**src/rtl/slowbr_pkg.sv**
```systemverilog
package slowbr_pkg;

    typedef enum logic [1:0] {
        BR_IDLE = 2'd0,
        BR_PEND = 2'd1,
        BR_RESP = 2'd2
    } br_state_e;

endpackage

```
**src/rtl/slowbr_divider.sv**
```systemverilog
module slowbr_divider #(
    parameter int RATIO_W   = 4,
    parameter int MAX_RATIO = 8
) (
    input  logic               clk,
    input  logic               rst_n,
    input  logic [RATIO_W-1:0] ratio,
    output logic               tick
);
    localparam int CNT_W = (MAX_RATIO > 1) ? $clog2(MAX_RATIO) : 1;

    logic [CNT_W-1:0] cnt_d, cnt_q, lim;

    always_comb begin
        if (ratio == '0) begin
            lim = '0;
        end else if (int'(ratio) > MAX_RATIO) begin
            lim = CNT_W'(MAX_RATIO - 1);
        end else begin
            lim = CNT_W'(ratio - 1'b1);
        end
        tick  = (cnt_q >= lim);
        cnt_d = tick ? '0 : cnt_q + 1'b1;
    end

    always_ff @(posedge clk or negedge rst_n) begin
        if (!rst_n) begin
            cnt_q <= '0;
        end else begin
            cnt_q <= cnt_d;
        end
    end


    pulse_gap_chk: assert property (@(posedge clk) disable iff (!rst_n)
        (lim != '0 && $past(tick)) |-> !tick);

endmodule

```
**src/rtl/slowbr_regbank.sv**
```systemverilog
module slowbr_regbank #(
    parameter int NREGS = 4,
    parameter int DW    = 32,
    parameter int IDX_W = 2
) (
    input  logic             clk,
    input  logic             rst_n,
    input  logic             pulse,
    input  logic             acc,
    input  logic             wr,
    input  logic [IDX_W-1:0] idx,
    input  logic [DW-1:0]    wdata,
    output logic [DW-1:0]    rdata
);
    logic [DW-1:0] val [NREGS];

    for (genvar g = 0; g < NREGS; g++) begin : g_reg
        logic [DW-1:0] r_d, r_q;

        if (g == 0) begin : g_cnt
            always_comb r_d = pulse ? r_q + 1'b1 : r_q;


            cnt_step_chk: assert property (@(posedge clk) disable iff (!rst_n)
                !$stable(r_q) |-> (r_q == $past(r_q) + 1'b1));
        end else begin : g_rw
            always_comb r_d = (acc && wr && idx == IDX_W'(g)) ? wdata : r_q;
        end

        always_ff @(posedge clk or negedge rst_n) begin
            if (!rst_n) begin
                r_q <= '0;
            end else begin
                r_q <= r_d;
            end
        end

        assign val[g] = r_q;
    end

    assign rdata = val[idx];

endmodule

```
**src/rtl/apb_slowclk_bridge.sv**
```systemverilog
module apb_slowclk_bridge
    import slowbr_pkg::*;
#(
    parameter int ADDR_W    = 8,
    parameter int DATA_W    = 32,
    parameter int NREGS     = 4,
    parameter int RATIO_W   = 4,
    parameter int MAX_RATIO = 8
) (
    input  logic               clk,
    input  logic               rst_n,
    input  logic               psel,
    input  logic               penable,
    input  logic               pwrite,
    input  logic [ADDR_W-1:0]  paddr,
    input  logic [DATA_W-1:0]  pwdata,
    output logic [DATA_W-1:0]  prdata,
    output logic               pready,
    input  logic [RATIO_W-1:0] div_ratio,
    input  logic               gate_open
);
    localparam int IDX_W   = (NREGS > 1) ? $clog2(NREGS) : 1;
    localparam int IDX_LSB = 2;

    typedef struct packed {
        br_state_e         state;
        logic [IDX_W-1:0]  idx;
        logic              wr;
        logic [DATA_W-1:0] wdata;
        logic              ready;
        logic [DATA_W-1:0] rdata;
    } br_regs_t;

    br_regs_t          st_d, st_q;
    logic              tick, slow_en, exec;
    logic [DATA_W-1:0] bank_rdata;

    slowbr_divider #(
        .RATIO_W   (RATIO_W),
        .MAX_RATIO (MAX_RATIO)
    ) u_div (
        .clk   (clk),
        .rst_n (rst_n),
        .ratio (div_ratio),
        .tick  (tick)
    );

    assign slow_en = tick && gate_open;
    assign exec    = (st_q.state == BR_PEND) && slow_en;

    slowbr_regbank #(
        .NREGS (NREGS),
        .DW    (DATA_W),
        .IDX_W (IDX_W)
    ) u_bank (
        .clk   (clk),
        .rst_n (rst_n),
        .pulse (slow_en),
        .acc   (exec),
        .wr    (st_q.wr),
        .idx   (st_q.idx),
        .wdata (st_q.wdata),
        .rdata (bank_rdata)
    );

    always_comb begin
        st_d = st_q;
        unique case (st_q.state)
            BR_IDLE: begin
                st_d.ready = 1'b1;
                if (psel && !penable) begin
                    st_d.state = BR_PEND;
                    st_d.idx   = paddr[IDX_LSB +: IDX_W];
                    st_d.wr    = pwrite;
                    st_d.wdata = pwdata;
                    st_d.ready = 1'b0;
                end
            end
            BR_PEND: begin
                if (exec) begin
                    st_d.state = BR_RESP;
                    st_d.ready = 1'b1;
                    if (!st_q.wr) begin
                        st_d.rdata = bank_rdata;
                    end
                end
            end
            BR_RESP: begin
                st_d.state = BR_IDLE;
                st_d.ready = 1'b1;
            end
            default: begin
                st_d.state = BR_IDLE;
                st_d.ready = 1'b1;
            end
        endcase
    end

    always_ff @(posedge clk or negedge rst_n) begin
        if (!rst_n) begin
            st_q <= '{state: BR_IDLE, idx: '0, wr: 1'b0, wdata: '0,
                      ready: 1'b1, rdata: '0};
        end else begin
            st_q <= st_d;
        end
    end

    assign pready = st_q.ready;
    assign prdata = st_q.rdata;


    done_after_pulse_chk: assert property (@(posedge clk) disable iff (!rst_n)
        $rose(pready) |-> $past(slow_en));


    gate_hold_chk: assert property (@(posedge clk) disable iff (!rst_n)
        (st_q.state == BR_PEND && !gate_open) |=> !pready);


    idle_ready_chk: assert property (@(posedge clk) disable iff (!rst_n)
        !psel |-> pready);

endmodule

```
**config.mk**
```make
export PLATFORM = sky130hd
export DESIGN_NAME = apb_slowclk_bridge
export DESIGN_NICKNAME = d
export VERILOG_FILES = /design/src/rtl/slowbr_pkg.sv /design/src/rtl/slowbr_divider.sv /design/src/rtl/slowbr_regbank.sv /design/src/rtl/apb_slowclk_bridge.sv
export SDC_FILE = /design/constraint.sdc
export NUM_CORES = 1
export LEC_CHECK = 0
export BUFFER_PORTS_ARGS = -buffer_cell sky130_fd_sc_hd__buf_2
export CORE_MARGIN = 2
export CORE_UTILIZATION = 55
export CTS_CLUSTER_SIZE = 8
export DETAILED_ROUTE_END_ITERATION = 12
export GPL_ROUTABILITY_DRIVEN = 0
export PLACE_DENSITY = 0.75
export RECOVER_POWER = 50
export SETUP_SLACK_MARGIN = 0.2
export SLEW_MARGIN = 20
export SYNTH_ARGS = -nofsm -noshare
export SYNTH_HDL_FRONTEND = slang
export SYNTH_SLANG_ARGS = --single-unit
```
**constraint.sdc**
```tcl
create_clock -name clk -period 4.4 [get_ports clk]
set_input_delay 0.44 -clock clk [delete_from_list [all_inputs] [get_ports clk]]
set_output_delay 0.44 -clock clk [all_outputs]
set_load 0.05 [all_outputs]
```
## Word level (Yosys, flattened, before mapping)

Index checks and enable logic that the tools add are counted.

| operators by class | value |
|---|---|
| add/sub/neg operators | 3 |
| magnitude comparators | 3 |
| equality and inequality tests | 6 |
| mux-type cells | 12 |
| bitwise logic cells | 2 |
| reductions and logical operators | 13 |

Operator list:

| cell | count |
|---|---|
| 2-to-1 mux 32 bit | 3 |
| binary-select mux 32 bit (select 2 bit) | 1 |
| 2-to-1 mux 38 bit | 1 |
| 2-to-1 mux 33 bit | 1 |
| adder 32 x 1 -> 32 bit, second input constant | 1 |
| 2-to-1 mux 3 bit | 3 |
| logical AND 1 bit | 7 |
| == test 2 x 1 -> 1 bit, second input constant | 2 |
| == test 2 bit, second input constant | 2 |
| greater-than comparator 4 bit, second input constant | 1 |
| zero test 4 bit | 1 |
| case mux 2 bit (2 select lines) | 1 |
| AND reduction 2 bit | 2 |
| adder 3 x 1 -> 3 bit, second input constant | 1 |
| greater-or-equal comparator 3 bit | 1 |
| greater-or-equal comparator 3 bit, second input constant | 1 |
| NOT 2 -> 3 bit | 1 |
| AND reduction 3 bit | 1 |
| subtractor 3 x 1 -> 3 bit, second input constant | 1 |
| zero test 2 bit | 1 |
| 2-to-1 mux 2 bit | 1 |
| != test 2 x 1 -> 1 bit, second input constant | 1 |
| != test 2 bit, second input constant | 1 |
| case mux 1 bit (2 select lines) | 1 |
| 2 further kinds | 2 |

| storage, ports and cells | value |
|---|---|
| register bits | 201 |
| input bits | 50 |
| logic and storage cells | 50 |

## Logic depth before layout (Yosys ltp)

Gate-level depths: netlist of run 1.

| depth | value |
|---|---|
| depth after elaboration | 8 |
| mapped depth | 12 |
| mapped depth without buffers | 10 |

## Modules after synthesis

From an unflattened synthesis of run 1, not the netlist that was laid out.

| second synthesis, totals | value |
|---|---|
| cell total of the unflattened synthesis | 572 |
| area, all modules | 8901.0 um^2 |

Modules (own cells, without submodules):

| module | instances | cells an instance | area an instance (um^2) | seq. area each (um^2) |
|---|---|---|---|---|
| slowbr_regbank | 1 | 361 | 5739.3 | 3203.1 |
| apb_slowclk_bridge | 1 | 185 | 2907.8 | 1752.9 |
| slowbr_divider | 1 | 26 | 254.0 | 75.1 |

## Least setup slack after synthesis of run 1

No wires, ideal clock.

| timing path | value |
|---|---|
| path type | input to register |
| start point | input div_ratio[0] |
| end point | register st_q, in the netlist prdata[0] |
| data arrival time | 2.557 ns |
| required time | 4.275 ns |
| setup slack | 1.718 ns |
| cell stages on the path | 12 |
| path buffers | 2 |
| cells stage by stage | inv_1 > ha_1 > nand2b_1 > maj3_1 > ha_1 > nor2b_1 > o21ai_2 > nand2_1 > or3_1 > buf_2 > buf_6 > mux2_4 |

| between the ends | value |
|---|---|
| longest elaborated chain between the ends | 7 |
| elaborated cells on any way between the ends | 9 |

Ends and longest elaborated chain:

| element | line | RTL |
|---|---|---|
| start, declared | apb_slowclk_bridge.sv:19 | `input logic [RATIO_W-1:0] div_ratio,` |
| greater-than comparator 4 bit / subtractor 3 x 1 -> 3 bit (equally long branches) | slowbr_divider.sv:17, slowbr_divider.sv:20 |  |
| 2-to-1 mux 3 bit | slowbr_divider.sv:17 | `end else if (int'(ratio) > MAX_RATIO) begin` |
| 2-to-1 mux 3 bit (*) | slowbr_divider.sv:15 | `if (ratio == '0) begin` |
| greater-or-equal comparator 3 bit (*) | slowbr_divider.sv:22 | `tick = (cnt_q >= lim);` |
| logical AND 1 bit (*) | apb_slowclk_bridge.sv:48 | `assign slow_en = tick && gate_open;` |
| logical AND 1 bit (*) | apb_slowclk_bridge.sv:49 | `assign exec = (st_q.state == BR_PEND) && slow_en;` |
| AND reduction 3 bit (no line) (*) | - |  |
| end signal, assigned | apb_slowclk_bridge.sv:101 | `st_q <= '{state: BR_IDLE, idx: '0, wr: 1'b0, wdata: '0,` |
| end signal, assigned | apb_slowclk_bridge.sv:104 | `st_q <= st_d;` |
| end, declared | apb_slowclk_bridge.sv:34 | `br_regs_t st_d, st_q;` |

Every way passes the cells marked *; elsewhere a longest branch is shown, timed or not.
A chain may end at the register's enable or synchronous reset.

## Worst setup path in the final report of run 1

| timing path | value |
|---|---|
| start point | input div_ratio[0] |
| end point | register st_q, in the netlist prdata[23] |

Same word-level chain as after synthesis.

==> flow_summary.ini, run 1 <==
[critical_path]
start_kind = input port
r2r_end = prdata[23]
cp-end-kind = register
r2r_slack_ps = 1920
crit_fanout = 21
critPathKind = input port to register
r2r-start = u_div.cnt_q[0]
ff2ff_path_depth = 8
required_ps = 4790
cp.arrival_ps = 3150

[clock_tree]
cts_made_buffers = 29
clock_sinks = 201
clock_path_buffers = 3
cts.hold.buffers_added = 0
cts.clk_slew.worst_paths_ps = 50
htreeDepth = 1
ctsRootBufferMaster = clkbuf_16
ctsResizeCount = 0
post_cts_buffers = 0
tritoncts = built
clock_latency_ps = 510

[die]
die_y_um = 132
die_width_um = 132
start_util = 0.565
core-area_mm2 = 0.0159
io_pins = 83
die-area_mm2 = 0.0173
rows = 46

[sta]
setup_viol = 0
drv_slew = 72
tns_ps = 0
relSlewSlack = -0.255
worstMarginPinSlew_ps = 1880
skew_ps = 11.5
hold_violations = 0
min_period_ps = 2760
period_share = 0.626
rsz0062_at_grt = no
max_freq_ghz = 0.363

[place]
place_inst = 839
hpwl_mm = 11.0
io_buffers = 76

[synthesis]
synth_ff_type = dfrtp_1
synthDistinctLibCells = 35
netlist_instances = 593
ys_seq_elements = 201
synth_edf_count = 0
ys.warnings.count = 0
synth_fp_nets = 649
synth-async-reset-ratio = 1.00
synth.avg_cell_area_um2 = 15.1
syn_area_mm2 = 0.00897
yosysSeqAreaShare = 0.561

[power_and_ir_drop]
power_leakage_nw = 5.05
p_clk_frac = 0.289
ir_drop_mv = 0.376
power_mw = 6.62
power_density_mw_per_mm2 = 654
power_frac_seq = 0.444
internal-power_mw = 4.52
combPwrFrac = 0.266
switching_share = 0.318
p_sw_mw = 2.10

[worst_hold_path]
hold_path.class = input port to async pin

[route]
routed_wl_mm = 16.7
antenna_left = 0
vias = 4897
wire_per_inst_um = 19.0
drt_iter0_drc = 222
drcViolationCount = 0
dr.pass1.iters = 4
viasPerCell = 5.56

[cells_and_area]
fin_util = 0.637
instances_no_fill = 881
final_common_cell = dfrtp_1
finalNetCount = 710
most-common-layout-cells = 199 x dfrtp_1, 98 x mux2_1, 69 x buf_2
drive_gt1_frac = 0.320
area_growth_pct = 12.9
antenna_cells = 0

[global_route]
grt.overflow.total = 0
first_global_vias = 5594
antenna_found_initial = 0
track_usage = 0.205
grt_pass1_wl_mm = 28.6
grt_max_degree = 134

[run_status]
status = finished with violations
violations = capacitance limit, slew limit

[flow_run]
max_cap_violations = 2
==> power groups by stage <==
| stage | sequential [mW] | combinational (mW) | clock [mW] |
|---|---|---|---|
| 2_1_floorplan | 2.74 | 1.66 | 0 |
| 3_3_place_gp | 2.92 | 1.74 | 0 |
| 3_5_place_dp | 2.98 | 1.79 | 0 |
| 4_1_cts | 2.96 | 1.80 | 1.95 |
| 5_1_grt | 3.05 | 1.90 | 2.04 |
| 6_report | 2.94 | 1.76 | 1.92 |
==> cells in the mapped netlist (6+ instances only) <==
cell        n  area, um2
and3_1      6       37.5
buf_2      17       85.1
buf_4      32        240
clkbuf_1    8       30.0
dfrtp_1   200       5000
ha_1        6       75.1
inv_1       9       33.8
mux2_1     98       1100
mux2_2     35        394
mux2_4     30        450
mux4_2     32        721
nand2_1    17       63.8
nand3_1    11       55.1
nand4_1    12       75.1
nor2_1     17       63.8
xnor2_1    21        184
xor2_1     11       96.3
==> registers in the layout, summed over array words and instances (netlist names) <==
signal        cells
u_bank.g.r_q    128
st_q             37
prdata           32
u_div.cnt_q       3
pready            1
==> critical path, stage by stage <==
cell	delay, ps
buf_2	100
inv_1	70
ha_1	170
nand2b_1	80
maj3_1	360
ha_1	280
nor2b_1	50
o21ai_2	140
nand2_1	160
or3_2	700
buf_12	270
mux2_4	310
==> through the flow <==
step | setup slack [ps] | cell area [um2] | hold slack (ps)
after floorplan | 1720 | 8970 | 144
final | 1640 | 10100 | 41.7
after detailed placement | 1120 | 9360 | 461
after CTS | 1650 | 10100 | 141
after global routing | 1430 | 10100 | 137
after global placement | 1150 | 9360 | 447
==> how the worst max path moves through the flow <==
stage                      start             end  slack [ps]  cells past startpoint
floorplan           div_ratio[0]       prdata[0]        1720                     12
global placement    div_ratio[0]       prdata[9]        1150                     12
detailed placement  div_ratio[0]       prdata[8]        1120                     12
CTS                 div_ratio[0]       prdata[8]        1650                     12
global route               rst_n  u_div.cnt_q[2]        1430                      2
finish              div_ratio[0]      prdata[23]        1640                     12
==> cell families (layout without fill, tap and decap cells) <==
family,after synthesis,count (layout),share of synthesized area
compound gates,6,6,0.00405
mux,195,195,0.298
flops,201,201,0.561
buf+inv,69,141,0.0472
xor+xnor,32,32,0.0313
simple gates,83,83,0.0494
fa+ha+maj,7,7,0.00949
==> area by class of cell <==
type	count	area, um2
tap	216	270
fill	1191	5770
sequential	201	5030
inverter	9	33.8
multi-input combinational	323	3510
timing repair buffer	90	489
clock inverter	1	8.76
clock buffer	41	771
==> layer usage <==
metal | global-route usage | wire, um | part of all wire | up-vias
met5 | 0 | 0 | 0 | -
met4 | 0.0580 | 356 | 0.021 | 0
met3 | 0.0332 | 700 | 0.042 | 37
met2 | 0.354 | 8370 | 0.50 | 101
met1 | 0.271 | 7310 | 0.44 | 2545
li1 | - | - | - | 2214
Power figures use the tool's default switching activity.
==> run 2, diff against run 1 <==
==> constraint.sdc (replaced) <==
create_clock -name clk -period 2.86 [get_ports clk]
set_input_delay 0.286 -clock clk [delete_from_list [all_inputs] [get_ports clk]]
set_output_delay 0.286 -clock clk [all_outputs]
set_load 0.05 [all_outputs]
==> flow_summary.ini, run 2 (same netlist as run 1, synthesis figures left out) <==
[global_route]
grt_use_met1 = 0.285
track_usage = 0.211
use_met2 = 0.351
busiest_layer = met2
grt.overflow.total = 0
grt_max_degree = 77
grt_pass1_wl_mm = 29.4
first_global_vias = 5576
use_met3 = 0.0382
antenna_found_initial = 0

[place]
place_inst = 841
placed_cell_area_mm2 = 0.00943
hpwl_mm = 11.0
io_buffers = 76
dp_slack_ps = -96.4

[sta]
min_period_ps = 2460
skew_ps = 19.4
worstMarginPinSlew_ps = 1900
drv_slew = 75
hold_violations = 0
setup_viol = 0
relSlewSlack = -0.267
period_share = 0.860
max_freq_ghz = 0.407
tns_ps = 0
rsz0062_at_grt = no
worst_slack_ps = 402

[clock_tree]
clock_sinks = 201
post_cts_buffers = 0
ctsRootBufferMaster = clkbuf_16
tritoncts = built
cts.hold.buffers_added = 25
ctsResizeCount = 0
clock_latency_ps = 520
htreeDepth = 1
cts_made_buffers = 29
cts.clk_slew.worst_paths_ps = 50
clock_path_buffers = 3

[cells_and_area]
nFillCells = 1141
instances_no_fill = 908
regArea_mm2 = 0.00503
drive_gt1_frac = 0.302
finalInstanceArea_mm2 = 0.0104
fin_util = 0.657
most-common-layout-cells = 199 x dfrtp_1, 98 x mux2_1, 59 x buf_2
final_common_cell = dfrtp_1
finalNetCount = 737
area_growth_pct = 16.3
largest_reg_flops = 128
multiInputGateArea_mm2 = 0.00352
antenna_cells = 0
top_register = u_bank.g.r_q

[power_and_ir_drop]
power_density_mw_per_mm2 = 986
power_leakage_nw = 5.15
ir_drop_mv = 0.509

[die]
core-area_mm2 = 0.0159
io_pins = 83
start_util = 0.565
die_width_um = 132
rows = 46
die_y_um = 132
die-area_mm2 = 0.0173

[run_status]
status = finished with violations
violations = capacitance limit, slew limit

[route]
wire_per_inst_um = 19.1
drt_iter0_drc = 269
dr.pass1.iters = 4
antenna_left = 0
routed_wl_mm = 17.3
drcViolationCount = 0
viasPerCell = 5.55
vias = 5040

[critical_path]
cp-end-kind = register
r2r_slack_ps = 580
start_kind = input port
cp.arrival_ps = 2860
crit_fanout = 20
r2r_end = u_bank.g_reg[3].r_q[28]
ff2ff_path_depth = 8
critPathKind = input port to register
r2r-start = u_div.cnt_q[0]
required_ps = 3260

[worst_hold_path]
hp-start = pwdata[10]
hold_depth = 2
hold_path.class = input port to register
hold_path_end = st_q[43]

[flow_run]
max_cap_violations = 1
## run 2: changes by cell type in the layout (fill, tap and decap cells not counted)
cell	before	now
clkbuf_2	0	1
buf_12	1	5
buf_2	69	59
nor4b_1	1	0
nor4b_2	0	1
dlygate4sd3_1	0	25
buf_8	1	0
clkbuf_1	21	28
buf_4	10	11
## run 2: how the worst max path moves through the flow
stage                             from                       to  cells after the start
after floorplan           div_ratio[0]                prdata[0]                     12
after global placement    div_ratio[0]               prdata[17]                     12
after detailed placement  div_ratio[0]               prdata[17]                     12
after CTS                 div_ratio[0]               prdata[12]                     12
after global routing      div_ratio[0]   u_bank.g_reg[3].r_q[5]                     12
final                     div_ratio[0]  u_bank.g_reg[3].r_q[28]                     12
## run 2: where the power goes
| group | total [mW] | switching (mW) | internal [mW] |
|---|---|---|---|
| Sequential | 4.51 | 0.723 | 3.78 |
| Clock | 2.96 | 1.14 | 1.82 |
| Combinational | 2.82 | 1.43 | 1.39 |
| Total | 10.3 | 3.29 | 7.00 |
## run 2: stage by stage
step / total power, mW / hold WS [ps]
final: 10.3 / 15.3
after detailed placement: 7.40 / 349
after global placement: 7.20 / 339
after floorplan: 6.77 / -9.59
after global routing: 10.8 / 4.27
after CTS: 10.4 / 2.72
## run 2: critical path, cell delays in order
cell and delay [ps]:
buf_2 100, inv_1 70, ha_1 180, nand2b_1 90, maj3_1 380, ha_1 290
nor2b_1 50, o21ai_2 260, nor3b_2 330, nand3_1 140, buf_4 300, mux2_1 360
## run 2: layer usage
layer / part of all wire / routed length [um]
met5: 0 / 0
met3: 0.046 / 804
met1: 0.44 / 7600
met4: 0.019 / 327
met2: 0.50 / 8570
## run 2: area by class of cell
type	count	area share
Tap cell	216	0.0259
Timing Repair Buffer	117	0.0761
Multi-Input combinational cell	323	0.338
Clock buffer	41	0.0739
Clock inverter	1	0.000840
Inverter	9	0.00324
Sequential cell	201	0.482
==> run 3, diff against run 2 <==
--- a/config.mk
+++ b/config.mk
@@ -5,6 +5,7 @@
 export SDC_FILE = /design/constraint.sdc
 export NUM_CORES = 1
 export LEC_CHECK = 0
+export ABC_CLOCK_PERIOD_IN_PS = 2800
 export BUFFER_PORTS_ARGS = -buffer_cell sky130_fd_sc_hd__buf_2
 export CORE_MARGIN = 2
 export CORE_UTILIZATION = 55
==> constraint.sdc (replaced) <==
create_clock -name clk -period 2.8 [get_ports clk]
set_input_delay 0.28 -clock clk [delete_from_list [all_inputs] [get_ports clk]]
set_output_delay 0.28 -clock clk [all_outputs]
set_load 0.05 [all_outputs]
==> flow_summary.ini, run 3 (same netlist as run 1, synthesis figures left out) <==
[run_status]
status = completed

[critical_path]
cp.arrival_ps = 2840
start_kind = input port
cp-end-kind = register
cpMaxStageDelayCell = maj3_1
required_ps = 3190
r2r-start = u_div.cnt_q[0]
cp_cell_sequence = buf_2, inv_1, ha_1, nand2b_1, maj3_1, ha_1, nor2b_1, o21ai_2, nor3b_2, nand3b_1, buf_4, mux2_1
crit_fanout = 9
critPathKind = input port to register
crit_start = div_ratio[0]
max_stage_delay_ps = 370
critPathMostFrequentCell = ha_1
r2r_slack_ps = 480

[clock_tree]
tritoncts = built
htreeDepth = 1
cts.clk_slew.worst_paths_ps = 50
clock_sinks = 201
clock_path_buffers = 3
post_cts_buffers = 0
ctsRootBufferMaster = clkbuf_16
cts_made_buffers = 29
clock_latency_ps = 520

[sta]
max_freq_ghz = 0.409
worstMarginPinSlew_ps = 1300
hold_violations = 0
setup_viol = 0
whs_ps = 15.9
relSlewSlack = 0.135
tns_ps = 0
period_share = 0.874
min_period_ps = 2450
rsz0062_at_grt = no
drv_slew = 0
skew_ps = 11.9
worst_slack_ps = 354

[global_route]
grt_max_degree = 92
track_usage = 0.213
first_global_vias = 5720
grt.overflow.total = 0
grt_pass1_wl_mm = 29.6
antenna_found_initial = 0

[die]
core-area_mm2 = 0.0159
die-area_mm2 = 0.0173
start_util = 0.565
die_width_um = 132
rows = 46
die_y_um = 132
io_pins = 83

[route]
routed_wl_mm = 17.4
viasPerCell = 5.56
drt_iter0_drc = 282
drcViolationCount = 0
wire_per_inst_um = 18.9
vias = 5117
dr.pass1.iters = 4
antenna_left = 0

[cells_and_area]
largest_reg_flops = 128
instances_no_fill = 920
finalNetCount = 749
final_common_cell = dfrtp_1
antenna_cells = 0
most-common-layout-cells = 199 x dfrtp_1, 98 x mux2_1, 59 x buf_2
top_register = u_bank.g.r_q
drive_gt1_frac = 0.300
area_growth_pct = 17.2

[power_and_ir_drop]
power_mw = 10.5
power_density_mw_per_mm2 = 1000
switching_share = 0.320
p_sw_mw = 3.37
combPwrFrac = 0.273
power_frac_seq = 0.440
p_clk_frac = 0.287
ir_drop_mv = 0.731
power_leakage_nw = 5.19
internal-power_mw = 7.15

[place]
dp_slack_ps = -161
hpwl_mm = 11.4
io_buffers = 76
place_inst = 846

[worst_hold_path]
hold_path.class = input port to register
hp-start = pwdata[22]

[flow_run]
max_cap_violations = 0
==> run 3: layer usage <==
layer	vias to the layer above	GRT usage	share of wire
met5	-	0	0
met3	35	0.0378	0.038
met2	100	0.359	0.50
met4	0	0.0725	0.025
met1	2693	0.282	0.43
li1	2289	-	-
==> run 3: layout make-up <==
cell class / instances / area (um2)
inverter: 9 / 33.8
clock buffer: 41 / 771
clock inverter: 1 / 8.76
timing repair buffer: 129 / 871
multi-input combinational: 323 / 3520
tap: 216 / 270
sequential: 201 / 5030
fill: 1170 / 5380
==> run 3: worst max-delay path: cells and delay by family <==
kind | cells | cell delay, ps
AO/OA/AOI/OAI | 1 | 280
adder cells (fa/ha/maj) | 3 | 820
buffers and inverters | 3 | 440
multiplexers | 1 | 330
AND/OR/NAND/NOR | 4 | 670
==> run 3: final timing paths <==
check,to,cells after the start
setup / recovery,u_bank.g_reg[1].r_q[22],12
hold / removal,st_q[55],2
setup reg to reg,u_bank.g_reg[1].r_q[22],8
hold reg to reg,u_div.cnt_q[0],1
max in group asynchronous,u_bank.g_reg[2].r_q[25],3
min in group asynchronous,st_q[42],2
==> run 3: power groups by stage <==
stage	logic, mW	clock network [mW]	registers (mW)
after floorplan	2.61	0	4.31
after global placement	2.80	0	4.58
after CTS	2.95	3.08	4.64
after detailed placement	2.90	0	4.68
after global routing	3.07	3.24	4.79
final	2.87	3.02	4.63
==> run 3: metrics by stage <==
| stage | area [um2] | util |
|---|---|---|
| 2_1_floorplan | 8970 | - |
| 3_3_place_gp | 9450 | 0.595 |
| 3_5_place_dp | 9450 | 0.595 |
| 4_1_cts | 10600 | 0.664 |
| 5_1_grt | 10500 | 0.661 |
| 6_report | 10500 | 0.661 |
==> run 3: what timing repair did <==
action | CTS | global route
hold buffers | 32 | 0
hold endpoints to repair | 118 | 0
gates resized for setup | 0 | 0
